===== config.mk =====
export PLATFORM = sky130hd
export DESIGN_NAME = irq_vec_chain
export DESIGN_NICKNAME = d
export VERILOG_FILES = /design/src/rtl/irq_vec_pkg.sv /design/src/rtl/irq_pend_bank.sv /design/src/rtl/irq_prio_arb.sv /design/src/rtl/irq_ack_fsm.sv /design/src/rtl/irq_vec_chain.sv
export SDC_FILE = /design/constraint.sdc
export NUM_CORES = 1
export LEC_CHECK = 0
export BUFFER_PORTS_ARGS = -buffer_cell sky130_fd_sc_hd__buf_2
export CORE_UTILIZATION = 51
export DETAILED_ROUTE_END_ITERATION = 10
export GPL_TIMING_DRIVEN = 0
export PLACE_DENSITY = 0.84
export SETUP_SLACK_MARGIN = 0.05
export SLEW_MARGIN = 20
export SYNTH_ARGS = -nofsm -noshare
export SYNTH_HDL_FRONTEND = slang
export SYNTH_SLANG_ARGS = --single-unit

===== constraint.sdc =====
create_clock -name clk -period 3.6 [get_ports clk]
set_input_delay 0.18 -clock clk [delete_from_list [all_inputs] [get_ports clk]]
set_output_delay 0.18 -clock clk [all_outputs]
set_load 0.005 [all_outputs]

===== src/rtl/irq_vec_pkg.sv =====
package irq_vec_pkg;

    typedef enum logic [2:0] {
        ST_IDLE,
        ST_VEC,
        ST_ACK,
        ST_REL,
        ST_PASS
    } ack_st_e;

    typedef struct packed {
        logic data_oe;
        logic dtack_oe;
        logic dtack_n;
    } bus_drv_t;

    function automatic bus_drv_t drive_of(input ack_st_e st);
        bus_drv_t d;
        d = '{data_oe: 1'b0, dtack_oe: 1'b0, dtack_n: 1'b1};
        case (st)
            ST_VEC: d.data_oe = 1'b1;
            ST_ACK: begin
                d.data_oe  = 1'b1;
                d.dtack_oe = 1'b1;
                d.dtack_n  = 1'b0;
            end
            ST_REL: d.dtack_oe = 1'b1;
            default: ;
        endcase
        return d;
    endfunction

endpackage


===== src/rtl/irq_pend_bank.sv =====
module irq_pend_bank #(
    parameter int N_SRC = 16,
    parameter int ID_W  = $clog2(N_SRC)
) (
    input  logic             clk,
    input  logic             rst,
    input  logic [N_SRC-1:0] set_i,
    input  logic             clr_en_i,
    input  logic [ID_W-1:0]  clr_idx_i,
    output logic [N_SRC-1:0] pend_o
);

    for (genvar g = 0; g < N_SRC; g++) begin : g_bit
        always_ff @(posedge clk) begin
            if (rst)
                pend_o[g] <= 1'b0;
            else if (set_i[g])
                pend_o[g] <= 1'b1;
            else if (clr_en_i && (clr_idx_i == ID_W'(g)))
                pend_o[g] <= 1'b0;
        end

        AST_SET_STICKY: assert property (@(posedge clk) disable iff (rst)
            set_i[g] |=> pend_o[g]);
    end

    AST_CLEAR_WINNER: assert property (@(posedge clk) disable iff (rst)
        (clr_en_i && !set_i[clr_idx_i]) |=> !pend_o[$past(clr_idx_i)]);

endmodule


===== src/rtl/irq_prio_arb.sv =====
module irq_prio_arb #(
    parameter int N_SRC = 16,
    parameter int ID_W  = $clog2(N_SRC)
) (
    input  logic [N_SRC-1:0] pend_i,
    input  logic [N_SRC-1:0] en_i,
    output logic             any_o,
    output logic [ID_W-1:0]  idx_o
);

    logic [N_SRC-1:0] live;

    always_comb begin
        live  = pend_i & en_i;
        any_o = |live;
        idx_o = '0;
        for (int i = 0; i < N_SRC; i++) begin
            if (live[i])
                idx_o = ID_W'(i);
        end
    end

endmodule


===== src/rtl/irq_ack_fsm.sv =====
module irq_ack_fsm
    import irq_vec_pkg::*;
#(
    parameter int ID_W   = 4,
    parameter int VEC_W  = 8,
    parameter int BASE_W = VEC_W - ID_W
) (
    input  logic              clk,
    input  logic              rst,
    input  logic              iack_n_i,
    input  logic              ds_n_i,
    input  logic              iei_n_i,
    input  logic              any_req_i,
    input  logic [ID_W-1:0]   win_idx_i,
    input  logic [BASE_W-1:0] base_i,
    output bus_drv_t          drv_o,
    output logic [VEC_W-1:0]  vec_o,
    output logic              clr_en_o,
    output logic [ID_W-1:0]   clr_idx_o
);

    ack_st_e           st_q, st_d;
    logic [ID_W-1:0]   win_q;
    logic [VEC_W-1:0]  vec_q;
    logic              cyc_on;
    logic              grab;

    assign cyc_on = !iack_n_i && !ds_n_i;
    assign grab   = (st_q == ST_IDLE) && cyc_on && !iei_n_i && any_req_i;

    always_comb begin
        st_d     = st_q;
        clr_en_o = 1'b0;
        case (st_q)
            ST_IDLE: begin
                if (cyc_on)
                    st_d = grab ? ST_VEC : ST_PASS;
            end
            ST_VEC, ST_ACK: begin
                if (!cyc_on) begin
                    st_d     = ST_REL;
                    clr_en_o = 1'b1;
                end else begin
                    st_d = ST_ACK;
                end
            end
            ST_REL:  st_d = ST_IDLE;
            ST_PASS: if (!cyc_on) st_d = ST_IDLE;
            default: st_d = ST_IDLE;
        endcase
    end

    always_ff @(posedge clk) begin
        if (rst) begin
            st_q  <= ST_IDLE;
            win_q <= '0;
            vec_q <= '0;
        end else begin
            st_q <= st_d;
            if (grab) begin
                win_q <= win_idx_i;
                vec_q <= {base_i, win_idx_i};
            end
        end
    end

    assign clr_idx_o = win_q;
    assign drv_o     = drive_of(st_q);
    assign vec_o     = drv_o.data_oe ? vec_q : '0;

    AST_BLOCKED_QUIET: assert property (@(posedge clk) disable iff (rst)
        (st_q == ST_IDLE && cyc_on && iei_n_i) |=> !drv_o.data_oe);

    AST_PASS_HOLDS: assert property (@(posedge clk) disable iff (rst)
        (st_q == ST_PASS && cyc_on) |=> (st_q == ST_PASS));

    AST_VEC_STABLE: assert property (@(posedge clk) disable iff (rst)
        (st_q == ST_ACK) |-> $stable(vec_q));

endmodule


===== src/rtl/irq_vec_chain.sv =====
module irq_vec_chain
    import irq_vec_pkg::*;
#(
    parameter int N_SRC  = 16,
    parameter int ID_W   = $clog2(N_SRC),
    parameter int VEC_W  = 8,
    parameter int BASE_W = VEC_W - ID_W
) (
    input  logic              clk,
    input  logic              rst,
    input  logic [N_SRC-1:0]  src_set_i,
    input  logic [N_SRC-1:0]  src_en_i,
    input  logic [BASE_W-1:0] vec_base_i,
    input  logic              iack_n_i,
    input  logic              ds_n_i,
    input  logic              iei_n_i,
    output logic              irq_n_o,
    output logic              ieo_n_o,
    output logic [VEC_W-1:0]  data_o,
    output logic              data_oe_o,
    output logic              dtack_n_o,
    output logic              dtack_oe_o
);

    logic [N_SRC-1:0] pend;
    logic             any_req;
    logic [ID_W-1:0]  win_idx;
    logic             clr_en;
    logic [ID_W-1:0]  clr_idx;
    bus_drv_t         drv;

    irq_pend_bank #(.N_SRC(N_SRC), .ID_W(ID_W)) u_pend (
        .clk       (clk),
        .rst       (rst),
        .set_i     (src_set_i),
        .clr_en_i  (clr_en),
        .clr_idx_i (clr_idx),
        .pend_o    (pend)
    );

    irq_prio_arb #(.N_SRC(N_SRC), .ID_W(ID_W)) u_arb (
        .pend_i (pend),
        .en_i   (src_en_i),
        .any_o  (any_req),
        .idx_o  (win_idx)
    );

    irq_ack_fsm #(.ID_W(ID_W), .VEC_W(VEC_W), .BASE_W(BASE_W)) u_ack (
        .clk       (clk),
        .rst       (rst),
        .iack_n_i  (iack_n_i),
        .ds_n_i    (ds_n_i),
        .iei_n_i   (iei_n_i),
        .any_req_i (any_req),
        .win_idx_i (win_idx),
        .base_i    (vec_base_i),
        .drv_o     (drv),
        .vec_o     (data_o),
        .clr_en_o  (clr_en),
        .clr_idx_o (clr_idx)
    );

    assign irq_n_o    = !any_req;
    assign ieo_n_o    = iei_n_i || any_req;
    assign data_oe_o  = drv.data_oe;
    assign dtack_oe_o = drv.dtack_oe;
    assign dtack_n_o  = drv.dtack_n;

    AST_ACK_WITH_DATA: assert property (@(posedge clk) disable iff (rst)
        (dtack_oe_o && !dtack_n_o) |-> data_oe_o);

    AST_DATA_LEADS_ACK: assert property (@(posedge clk) disable iff (rst)
        $fell(dtack_n_o) |-> $past(data_oe_o));

    AST_RELEASE_ONCE: assert property (@(posedge clk) disable iff (rst)
        (dtack_oe_o && dtack_n_o) |=> !dtack_oe_o);

    AST_CHAIN_BLOCK: assert property (@(posedge clk) disable iff (rst)
        !irq_n_o |-> ieo_n_o);

endmodule


==> results of run 1 <==
==> through the flow <==
step	utilization	hold WS (ns)	area, um2	std cells	power (mW)
global placement	0.6576	0.4088	1629	245	0.4618
detailed placement	0.6576	0.4194	1629	245	0.4689
finish	0.6682	0.05880	1655	249	0.5985
global route	0.6682	0.05260	1655	249	0.6256
floorplan	-	0.3095	1331	163	0.4153
CTS	0.6682	0.06382	1655	249	0.5949
==> worst min-delay path by stage <==
stage,depth (start not counted),end
finish,3,u_pend.pend_o[13]$_SDFFE_PP0P_
global route,3,u_pend.pend_o[13]$_SDFFE_PP0P_
CTS,3,u_pend.pend_o[3]$_SDFFE_PP0P_
detailed placement,3,u_pend.pend_o[13]$_SDFFE_PP0P_
global placement,3,u_ack.vec_q[4]$_SDFFE_PP0P_
floorplan,2,u_pend.pend_o[0]$_SDFFE_PP0P_
==> tightest hold or removal path, cell delays in order <==
cell                      delay (ns)
sky130_fd_sc_hd__buf_2          0.09
sky130_fd_sc_hd__inv_1          0.04
sky130_fd_sc_hd__a21oi_1        0.05
==> routing by layer <==
| layer | global-route usage | up-vias | part of all wire |
|---|---|---|---|
| met5 | 0 | - | 0 |
| met1 | 0.2877 | 656 | 0.42 |
| li1 | - | 693 | - |
| met3 | 0.04598 | 15 | 0.057 |
| met2 | 0.4451 | 62 | 0.49 |
| met4 | 0.1623 | 0 | 0.032 |
==> registers in the layout (all words and copies together) (netlist names) <==
register,count
u_pend.pend_o,16
u_ack.vec_q,5
u_ack.clr_idx_o,3
u_ack.st_q,3
==> logic make-up (layout without fill, tap and decap cells) <==
kind of cell              Yosys count  after routing
xor gates and xnor gates            1              1
buffers and inverters              20             76
and+or+nand+nor                    52             52
muxes                               5              5
DFF                                27             27
AOI/OAI and AO/OA                  58             58
==> power by group <==
part	switching, mW	internal [mW]
Clock	0.0905	0.0435
Combinational	0.0678	0.0577
Sequential	0.0194	0.319
==> final cells by class <==
type	count	area (um2)
buffer	4	25.02
inverter	16	60.06
multi-input combinational	116	705.7
tap	30	37.54
clock buffer	4	26.28
fill	225	822.0
timing repair buffer	52	260.3
sequential	27	540.5
==> placed cells by master (no fill, tap or decap), types with 2 or more instances in the layout <==
master and instances:
sky130_fd_sc_hd__clkbuf_4 3, sky130_fd_sc_hd__buf_2 52, sky130_fd_sc_hd__nor2b_1 3, sky130_fd_sc_hd__a32oi_1 3
sky130_fd_sc_hd__nor3b_1 2, sky130_fd_sc_hd__nand2b_1 6, sky130_fd_sc_hd__nor2_1 8, sky130_fd_sc_hd__nor3_1 3
sky130_fd_sc_hd__nand2_1 13, sky130_fd_sc_hd__nand4_1 2, sky130_fd_sc_hd__dfxtp_1 27, sky130_fd_sc_hd__and2_1 9
sky130_fd_sc_hd__a22oi_1 10, sky130_fd_sc_hd__inv_1 16, sky130_fd_sc_hd__o21ai_0 18, sky130_fd_sc_hd__clkbuf_1 4
sky130_fd_sc_hd__a21oi_1 19, sky130_fd_sc_hd__mux2i_1 5
==> impl.org, run 1 <==
** Status
- Run status :: completed

** Worst setup path
- In this run the register-to-register setup slack is 1.75 ns.
- STA classifies the critical path startpoint as a flop.
- Levels on crit path :: 4
- The endpoint identified for the worst register-to-register timing path is u_ack.clr_idx_o[2]$_SDFFE_PP0P_.
- Broken down by cell family, the worst path's largest delay share belongs to simple AND/OR/NAND/NOR gates.
- Critical path, cell by cell :: a22oi_1, nand4_1, or3_1, buf_2
- Critical-path top delay cell :: sky130_fd_sc_hd__or3_1
- The number of cells on the worst reg-to-reg path is 6.
- Setup crit end kind :: primary output
- Endpoint of the most critical setup path :: ieo_n_o
- Required @ worst endpoint :: 3.42 ns
- Critical path fanouts, max :: 4
- Number of buffer and inverter stages on the critical path :: 1
- For this run, the slowest stage of the critical path takes 0.41 ns.
- For the worst setup path, the data arrival time is 1.78 ns.
- The startpoint identified for the worst register-to-register timing path is u_ack.st_q[1]$_SDFFE_PP0P_.
- The worst setup path is of the flop to primary output kind.
- In this run the worst setup path begins at u_pend.pend_o[6]$_SDFFE_PP0P_.

** Die
- During I/O placement, the number of pins put on the boundary was 54.
- In this run the standard cell core region covers 2477 um2.
- The die is 53.09 um wide.
- The floorplan step defined a die boundary enclosing 2819 um2.
- For this configuration, the core starts out at a cell density of 0.5374.
- The floorplan has 18 rows.
- The die is 53.09 um tall.

** Clock network
- Maximum clock path buffer count :: 2
- CTS clock-pin slew for the worst setup and hold paths :: 0.14 ns
- # clock sinks :: 27
- Buffers inserted during clock tree synthesis total 3.
- In this run the post-CTS setup repair buffer count came out at 0.
- The cell sitting at the root of the clock tree is a sky130_fd_sc_hd__clkbuf_4.
- TritonCTS clock tree :: yes
- The number of gates resized after CTS was 0.
- CTS built an H-tree with a depth of 1.
- For this design, the CTS-stage hold fixing added 0 buffers.
- The later pin in the worst-skew pair is clocked with a latency of 0.33 ns.

** Timing
- The number of hold violations in the final report was 0.
- Setup TNS :: 0 ns
- The final count of pins violating max slew came to 0.
- Headroom to the max-slew limit came out at 0.6759.
- Setup slack on the critical path of the routed design comes to 1.640 ns.
- Setup violations remaining at the end of the flow were counted as 0.
- Across the routed clock network, the largest skew measured is 0.003842 ns.
- Final worst-path cycle share :: 0.5445
- Timing would allow up to 510.1 MHz.
- Setup repair after global routing missed its margin :: false
- Minimum clock period after layout :: 1.960 ns
- For the pin with the worst max-slew slack, the measured transition is 0.4817 ns.

** Pwr
- Summed over all cells, the static leakage comes to 0.7905 nW.
- VDD sags by at most 0.2282 mV.
- Dividing total power by cell area gives a power density of 361.5 nW/um2.

** Logic synthesis
- Synth Area in Adders :: 0
- In this run, synthesis inferred 0 flip-flops with an integrated enable.
- Async SR Flop Fraction :: 0
- Leading post-synthesis cells by instance count :: 27 x sky130_fd_sc_hd__dfxtp_1, 19 x sky130_fd_sc_hd__a21oi_1, 18 x sky130_fd_sc_hd__o21ai_0
- Top cells by area, synth :: sky130_fd_sc_hd__dfxtp_1 41%, sky130_fd_sc_hd__a21oi_1 7.1%, sky130_fd_sc_hd__o21ai_0 6.8%
- Count of mapped cells out of synthesis :: 163
- Measured against the total synthesized area, the mux share comes to 0.03759.
- Average footprint of a synthesized cell :: 8.167 um2
- Simple-gate share of the synthesized area :: 0.2171
- Fraction of the mapped netlist area in compound gates :: 0.2688
- In the synthesized netlist the dominant register cell turns out to be sky130_fd_sc_hd__dfxtp_1.
- Counting flops and latches in the post-synthesis netlist gives 27.
- Xor/xnor cell area share of the yosys netlist :: 0.006579
- Yosys warning count :: 0
- Of the post-synthesis cell area, the dominant cell type holds 0.4060.
- For this run, the register share of the synthesized area comes to 0.4060.
- Cell taking the most area after synthesis :: sky130_fd_sc_hd__dfxtp_1
- The synthesized netlist contains 32 unique library cells.
- Area of the mapped netlist :: 1331 um2
- After synthesis, the largest family of logic cells by area is compound AO/OA/AOI/OAI gates.
- Cell with the most instances after synthesis :: sky130_fd_sc_hd__dfxtp_1
- Synth Net Count :: 204

** Hold path
- Hold WC Path Type :: input pin to flop
- The startpoint identified for the worst hold timing path is src_set_i[13].

** GRT
- The initial antenna violation count is 0.
- Pin count of the biggest net entering global routing :: 15
- Global-route wire length before repair :: 5.250 mm
- Vias in the first global route :: 1267
- Global route overflow :: 0
- For this run, the total global-route usage over all layers was measured as 0.2575.

** Route
- Drt first pass iters :: 4
- The count of nets left with antenna violations once routing finished came out at 0.
- After detailed routing, the average wire length per cell comes to 13.43 um.
- Via total after detailed routing :: 1426
- After detailed routing, the number of remaining DRC violations is 0.
- Using the TritonRoute via totals, the vias-per-cell ratio works out to 5.727.
- The final layout contains routed wiring with a total length of 3.345 mm.
- For this block, the initial DRC count from the detailed router was 42.

** Cells and area
- Number of nets in the final layout :: 261
- 0 antenna diodes ended up in the layout.
- From synthesis to final layout, the design area changed by 24.34%.
- Of the cells placed in the final design, the portion with a size suffix greater than 1 is 0.2785.

** Placed design
- Number of port buffers :: 52
- The wire-length estimate of the detail-placed layout is 2.631 mm.
- At the end of routability-driven placement, the weighted congestion stood at 0.9018.
- Placement Setup Slack :: 1.773 ns

** Job
- Max-capacitance violation count :: 0
(Power assumes the default switching activity.)
==> run 2, diff against run 1 <==
Settings changed: CORE_UTILIZATION 51 to 43, PLACE_DENSITY 0.84 to 0.75.
Clock period 3.6 ns to 1.8 ns, I/O delays scaled along.
==> impl.org, run 2 (same netlist as run 1, synthesis figures left out) <==
** Status
- Run status :: complete, but fails checks
- Failing checks :: DRC, hold timing

** Worst setup path
- The largest incremental delay on the critical path was 0.38 ns (-0.03 ns).
- The reg-to-reg setup timing slack is 0.07 ns (-1.68 ns).
- WP data arrival :: 1.65 ns (-0.13 ns)
- Critical path fanouts, max :: 3 (-1)
- The worst register-to-register path ends at u_ack.clr_idx_o[1]$_SDFFE_PP0P_.
- R2R Path Start :: u_ack.st_q[0]$_SDFFE_PP0P_
- The worst setup path is of the flop to primary output kind.
- The worst setup path is captured at a primary output.
- Required @ worst endpoint :: 1.71 ns (-1.71 ns)
- Critical path, cell by cell :: a22oi_2, nand4_1, or3_1, buf_2
- Critical-path top delay cell :: sky130_fd_sc_hd__or3_1
- The path depth of the worst reg2reg path is 6 (unchanged).
- The worst setup path is launched from a flop.

** GRT
- Global-route wire length before repair :: 5.554 mm (+5.8%)
- Global route overflow :: 0 (unchanged)
- Pin count of the biggest net entering global routing :: 15 (unchanged)
- The initial antenna violation count is 0 (unchanged).
- Vias in the first global route :: 1332 (+5.1%)
- The global-route total usage across every layer was 0.2185 (-0.03904).

** Cells and area
- Ratio of cells with drive above 1 in the final layout :: 0.3496 (+0.07105)
- The area taken by multi-input logic gates came to 763.2 um2 (+8.2%).
- The library cell used most frequently in the layout, excluding fill and tap cells, is sky130_fd_sc_hd__buf_2.
- Register bank with the most flops :: u_pend.pend_o
- Commonest cells after routing, fill and taps aside :: 52 x sky130_fd_sc_hd__buf_2, 23 x sky130_fd_sc_hd__dfxtp_1, 19 x sky130_fd_sc_hd__a21oi_1
- The number of nets in the finished design is 288 (+10%).
- The flip-flop count of the largest register after layout came to 16 (unchanged).
- Register area :: 545.5 um2 (+0.93%)
- The largest registers in the layout are u_pend.pend_o: 16 flops, u_ack.vec_q: 5 flops.
- Synth-to-layout area growth :: 47.84%
- The number of diodes added for antenna fixing came to 0 (unchanged).
- Fill cell count :: 244 (+8.4%)
- Final Instance Count excl. Fillers :: 277 (+11%)

** Route
- Average wire per standard cell :: 13.80 um (+2.7%)
- The via density per instance is 5.520 (-3.6%).
- Via total after detailed routing :: 1529 (+7.2%)
- The residual DRC count came to 3 (+3).
- The number of violations reported at the end of detailed-routing iteration 0 came to 42 (unchanged).
- Antenna Violating Nets Remaining :: 0 (unchanged)
- Drt first pass iters :: 7 (+3)
- The final wirelength is 3.823 mm (+14%).

** Hold path
- The number of cells on the worst hold path came to 3 (unchanged).
- In this run the most critical hold path is launched from vec_base_i[3].
- In this run the worst hold path is classified as input pin to flop.
- End point of the most critical hold path :: u_ack.vec_q[7]$_SDFFE_PP0P_

** Pwr
- Overall power :: 1.274 mW (+110%)
- Peak supply drop :: 0.4500 mV (+97%)
- The total power divided by cell area is 647.5 nW/um2 (+79%).
- The total leakage power was 0.9188 nW (+16%).

** Die
- Placeable Area :: 2853 um2 (+15%)
- Initial Utilization :: 0.4667 (-0.07071)
- The number of core rows was 19 (+1).
- The height of the chip was 57.64 um (+8.6%).
- Area of the die :: 3322 um2 (+18%)
- The width of the die is 57.64 um (+8.6%).
- The total I/O pin count is 54 (unchanged).

** Timing
- The number of hold violations in the final report came to 2 (+2).
- Minimum clock period after layout :: 1.737 ns
- The worst clock skew on the final layout is 0.001367 ns (-0.002475 ns).
- The minimum hold slack was -0.003266 ns (-0.06207 ns).
- For this run, the top clock speed supported by timing is 575.8 MHz.
- Setup repair after global routing could not meet its margin everywhere.
- Final worst-path cycle share :: 0.9648
- Relative slew slack :: 0.6857 (+0.009797)
- Tightest Pin Transition :: 0.4715 ns (-0.01025 ns)
- The final count of pins violating max slew came to 0 (unchanged).
- The setup-violating endpoint count in the final report was 0 (unchanged).

** Clock network
- Root Driver :: sky130_fd_sc_hd__clkbuf_4
- Number of clock buffers inserted by TritonCTS :: 3 (unchanged)
- The clock slew seen by the registers of the worst setup and hold paths was 0.14 ns (about the same).
- Clock latency reported for the late side of the worst-skew pair :: 0.32 ns (about the same)
- TritonCTS clock tree :: yes
- CTS H-tree lvls :: 1 (unchanged)
- The number of buffers between clock root and the deepest sink came to 2 (unchanged).
- # clock sinks :: 27 (unchanged)

** Placed design
- Estimated wirelength of the detail-placed design :: 2.523 mm (-4.1%)
- The placed cell count came to 246 (+0.41%).
- The count of buffers inserted at the top-level ports is 52 (unchanged).
- The final RePlAce weighted congestion is 0.8207 (-9.0%).

** Job
- The max capacitance violation total came to 0 (unchanged).
[run 2: through the flow]
stage | TNS [ns] | worst slack (ns) | utilization | cell area, um2
final | 0 | 0.06333 | 0.6899 | 1968
after global routing | -0.02345 | -0.02345 | 0.6899 | 1968
after CTS | 0 | 0.03921 | 0.6640 | 1894
after detailed placement | 0 | 0.01903 | 0.5715 | 1630
after global placement | 0 | 0.01749 | 0.5715 | 1630
after floorplan | 0 | 0.1083 | - | 1331
[run 2: timing repair]
item,in CTS,in global routing
pin swaps,5,7
setup buffers,5,4
hold endpoints to repair,16,1
resized for setup,8,9
gates cloned,1,0
hold buffers,16,1
setup endpoints to repair,4,24
[run 2: metal layers]
metal | wire, um | part of all wire | global-route usage | vias up
li1 | - | - | - | 747
met5 | 0 | 0 | 0 | -
met3 | 188 | 0.049 | 0.02679 | 16
met1 | 1693 | 0.44 | 0.2732 | 703
met4 | 124 | 0.032 | 0.1010 | 0
met2 | 1818 | 0.48 | 0.3754 | 63
[run 2: area by class of cell]
type | count | area share
flip-flops and latches | 27 | 0.2772
inverters | 16 | 0.03051
plain buffers | 4 | 0.01271
multi-input cells | 116 | 0.3878
repair buffers | 79 | 0.2587
clock buffers | 4 | 0.01335
well taps | 31 | 0.01971
[run 2: where the power goes]
| part | switching [mW] | leakage (nW) | total (mW) | internal [mW] |
|---|---|---|---|---|
| Combinational | 0.164 | 0.679 | 0.339 | 0.174 |
| Sequential | 0.0377 | 0.225 | 0.678 | 0.641 |
| Clock | 0.171 | 0.0150 | 0.258 | 0.0868 |
| Total | 0.373 | 0.919 | 1.27 | 0.902 |
[run 2: worst max-delay path, delay by kind of cell, from the launching register on]
kind	cells	cell delay (ns)
AO/OA/AOI/OAI	1	0.25
flip-flops	1	0.35
AND/OR/NAND/NOR	2	0.60
buffers and inverters	1	0.13
[run 2: worst max-delay path by stage]
stage,start,endpoint,slack (ns)
2_1_floorplan,u_ack.st_q[1]$_SDFFE_PP0P_,u_ack.clr_idx_o[2]$_SDFFE_PP0P_,0.11
3_3_place_gp,u_ack.st_q[1]$_SDFFE_PP0P_,u_ack.clr_idx_o[2]$_SDFFE_PP0P_,0.02
3_5_place_dp,u_ack.st_q[1]$_SDFFE_PP0P_,u_ack.clr_idx_o[2]$_SDFFE_PP0P_,0.02
4_1_cts,u_ack.st_q[1]$_SDFFE_PP0P_,data_o[0],0.04
5_1_grt,u_pend.pend_o[7]$_SDFFE_PP0P_,ieo_n_o,-0.02
6_report,u_pend.pend_o[4]$_SDFFE_PP0P_,ieo_n_o,0.06
==> run 3, diff against run 2 <==
Settings changed: BUFFER_PORTS_ARGS -buffer_cell sky130_fd_sc_hd__buf_2 to -buffer_cell sky130_fd_sc_hd__clkbuf_2, CTS_CLUSTER_DIAMETER from default to 80, PLACE_DENSITY 0.75 to 0.86.
==> impl.org, run 3 (same netlist as run 1, synthesis figures left out) <==
** Status
- Run status :: complete, but fails checks
- The final reports fail on DRC.

** Clock network
- The number of clock buffers inserted by TritonCTS came to 3 (unchanged).
- The clock slew seen by the registers of the worst setup and hold paths was 0.15 ns (about the same).
- Root Driver :: sky130_fd_sc_hd__clkbuf_4
- The clock latency on the worst-skew pair was 0.34 ns (+0.02 ns).
- TritonCTS built the clock tree.
- # clock sinks :: 27 (unchanged)
- The number of buffers between clock root and the deepest sink is 2 (unchanged).
- The number of H-tree levels is 1 (unchanged).

** Route
- The via density per instance was 5.700 (+3.3%).
- The remaining antenna violation count is 0 (unchanged).
- The number of iterations in the first detailed-routing pass was 8 (+1).
- The final wirelength came to 4.173 mm (+9.2%).
- The number of violations reported at the end of detailed-routing iteration 0 was 130 (+210%).
- The number of vias after detailed routing was 1596 (+4.4%).
- The residual DRC count came to 4 (+1).
- The routed wirelength normalized by instance count came to 14.90 um (+8.0%).

** Timing
- Final worst-path cycle share :: 0.9976 (+0.03274)
- Number of pins exceeding their max-slew limit in the final report :: 0 (unchanged)
- Relative slew slack :: 0.7010 (+0.01534)
- The actual slew at the worst max-slew pin came to 0.4485 ns (-0.02301 ns).
- Number of failing hold endpoints at the final stage :: 0 (-2)
- Minimum clock period after layout :: 1.796 ns (+0.05894 ns)
- The setup-violating endpoint count in the final report came to 0 (unchanged).
- The peak clock frequency supported by timing was 556.9 MHz (-3.3%).
- The worst clock skew on the final layout was 0.005580 ns (+0.004213 ns).
- Setup repair after global routing could not meet its margin everywhere.
- The final worst slack is 0.004392 ns (-0.05894 ns).

** Cells and area
- The largest registers in the layout are u_pend.pend_o: 16 flops, u_ack.vec_q: 5 flops.
- The flip-flop count of the largest register after layout is 16 (unchanged).
- Commonest non-fill, non-tap cell in the layout :: sky130_fd_sc_hd__clkbuf_2
- Ratio of cells with drive above 1 in the final layout :: 0.3574 (+0.007836)
- Number of nets in the final layout :: 291 (+1.0%)
- Final Instance Count excl. Fillers :: 280 (+1.1%)
- The area growth from synthesis to layout is 50.56%.
- Commonest cells after routing, fill and taps aside :: 52 x sky130_fd_sc_hd__clkbuf_2, 22 x sky130_fd_sc_hd__dfxtp_1, 20 x sky130_fd_sc_hd__dlygate4sd3_1
- Fill cell count :: 223 (-8.6%)
- Counting flops per register, the top entry is u_pend.pend_o.
- The number of diodes added for antenna fixing came to 0 (unchanged).

** Worst setup path
- STA classifies the critical path startpoint as a flop.
- The largest incremental delay on the critical path was 0.42 ns (+0.04 ns).
- The critical path starts at u_pend.pend_o[1]$_SDFFE_PP0P_.
- Critical path, cell by cell :: a22oi_1, nand4_1, or3_1, clkbuf_2
- The reg-to-reg setup timing slack is 0.06 ns (about the same).
- In this run the critical register-to-register path is launched from u_ack.st_q[0]$_SDFFE_PP0P_.
- Required @ worst endpoint :: 1.71 ns (about the same)
- The path depth of the worst reg2reg path is 6 (unchanged).
- Critical path fanouts, max :: 4 (+1)
- In this run the critical register-to-register path is captured at u_ack.clr_idx_o[2]$_SDFFE_PP0P_.
- The data arrival time of the critical path came to 1.71 ns (+0.06 ns).
- The critical path in this run is classified as flop to primary output.
- Setup crit end kind :: primary output
- Critical-path top delay cell :: sky130_fd_sc_hd__or3_1

** Hold path
- Hold depth :: 3 (unchanged)
- Hold WC Path Type :: input pin to flop
- End point of the most critical hold path :: u_ack.st_q[2]$_SDFFE_PP0P_
- Start point of the worst min-delay path :: ds_n_i

** Placed design
- The detailed-placement wirelength estimate is 2.620 mm (+3.9%).
- The count of buffers inserted at the top-level ports is 52 (unchanged).
- Last weighted congestion value of the routability-driven placer :: 0.9194 (+12%)
- Placement Setup Slack :: 0.01477 ns (-0.004260 ns)
- Placed instance count :: 246 (unchanged)

** GRT
- Initial antenna violation count :: 0 (unchanged)
- The total grt overflow is 0 (unchanged).
- The number of global-route vias before repair came to 1423 (+6.8%).
- GRT Util Overall :: 0.2540 (+0.03555)
- Global-route wire length before repair :: 6.410 mm (+15%)
- Pin count of the biggest net entering global routing :: 16 (+1)

** Pwr
- Peak supply drop :: 0.4758 mV (+5.7%)
- The total leakage power was 0.9377 nW (+2.0%).
- The total power divided by cell area was 646.7 nW/um2 (-0.13%).

** Die
- The initial standard-cell utilization of the core was 0.4667 (unchanged).
- Number of core rows :: 19 (unchanged)
- Placeable Area :: 2853 um2 (unchanged)
- The total I/O pin count was 54 (unchanged).
- The height of the chip is 57.64 um (unchanged).
- Chip Width :: 57.64 um (unchanged)
- Area of the die :: 3322 um2 (unchanged)

** Job
- The max capacitance violation total came to 0 (unchanged).
## run 3: repair_timing
item | 4_1_cts | 5_1_grt
resized for setup | 6 | 13
gates cloned | 1 | 0
hold endpoints to repair | 20 | 0
pin swaps | 3 | 14
endpoints found under the setup margin | 3 | 21
hold buffers | 20 | 0
buffers inserted | 2 | 7
## run 3: routing by layer
| metal | GRT usage | vias to the layer above | routed length, um |
|---|---|---|---|
| li1 | - | 759 | - |
| met1 | 0.3169 | 718 | 1656 |
| met2 | 0.4502 | 100 | 2020 |
| met3 | 0.02679 | 19 | 355 |
| met4 | 0.09756 | 0 | 140 |
| met5 | 0 | - | 0 |
## run 3: worst max-delay path: cells and delay by family, from the launching register on
kind,cells,cell delay [ns]
AO/OA/AOI/OAI,1,0.23
flip-flops,1,0.36
AND/OR/NAND/NOR,2,0.67
buffers and inverters,1,0.12
## run 3: metrics by stage
stage / utilization / area (um2) / TNS (ns) / total power [mW] / hold WS, ns
6_report: 0.7026 / 2004 / 0 / 1.296 / 0.03890
5_1_grt: 0.7026 / 2004 / -0.08718 / 1.362 / 0.04356
4_1_cts: 0.6671 / 1903 / 0 / 1.242 / 0.04634
3_5_place_dp: 0.5715 / 1630 / 0 / 0.9375 / 0.3129
3_3_place_gp: 0.5715 / 1630 / 0 / 0.9301 / 0.3085
2_1_floorplan: - / 1331 / 0 / 0.8306 / 0.2195
## run 3: how the worst max path moves through the flow
| stage | endpoint |
|---|---|
| 6_report | ieo_n_o |
| 3_3_place_gp | u_ack.clr_idx_o[2]$_SDFFE_PP0P_ |
| 3_5_place_dp | u_ack.clr_idx_o[2]$_SDFFE_PP0P_ |
| 4_1_cts | u_ack.clr_idx_o[2]$_SDFFE_PP0P_ |
| 2_1_floorplan | u_ack.clr_idx_o[2]$_SDFFE_PP0P_ |
| 5_1_grt | ieo_n_o |
## run 3: layout make-up
cell class / instances / area [um2] / area share
inverters: 16 / 60.06 / 0.02996
flip-flops and latches: 27 / 549.3 / 0.2740
repair buffers: 82 / 535.5 / 0.2672
well taps: 31 / 38.79 / 0.01935
multi-input cells: 116 / 768.2 / 0.3833
clock buffers: 3 / 22.52 / 0.01124
plain buffers: 4 / 25.02 / 0.01248
clock inverters: 1 / 5.005 / 0.002497
## run 3: power by group
| group | internal (mW) | switching (mW) | total (mW) |
|---|---|---|---|
| sequential | 0.641 | 0.0433 | 0.684 |
| clock | 0.0837 | 0.186 | 0.269 |
| combinational | 0.175 | 0.168 | 0.343 |
| total | 0.899 | 0.397 | 1.30 |
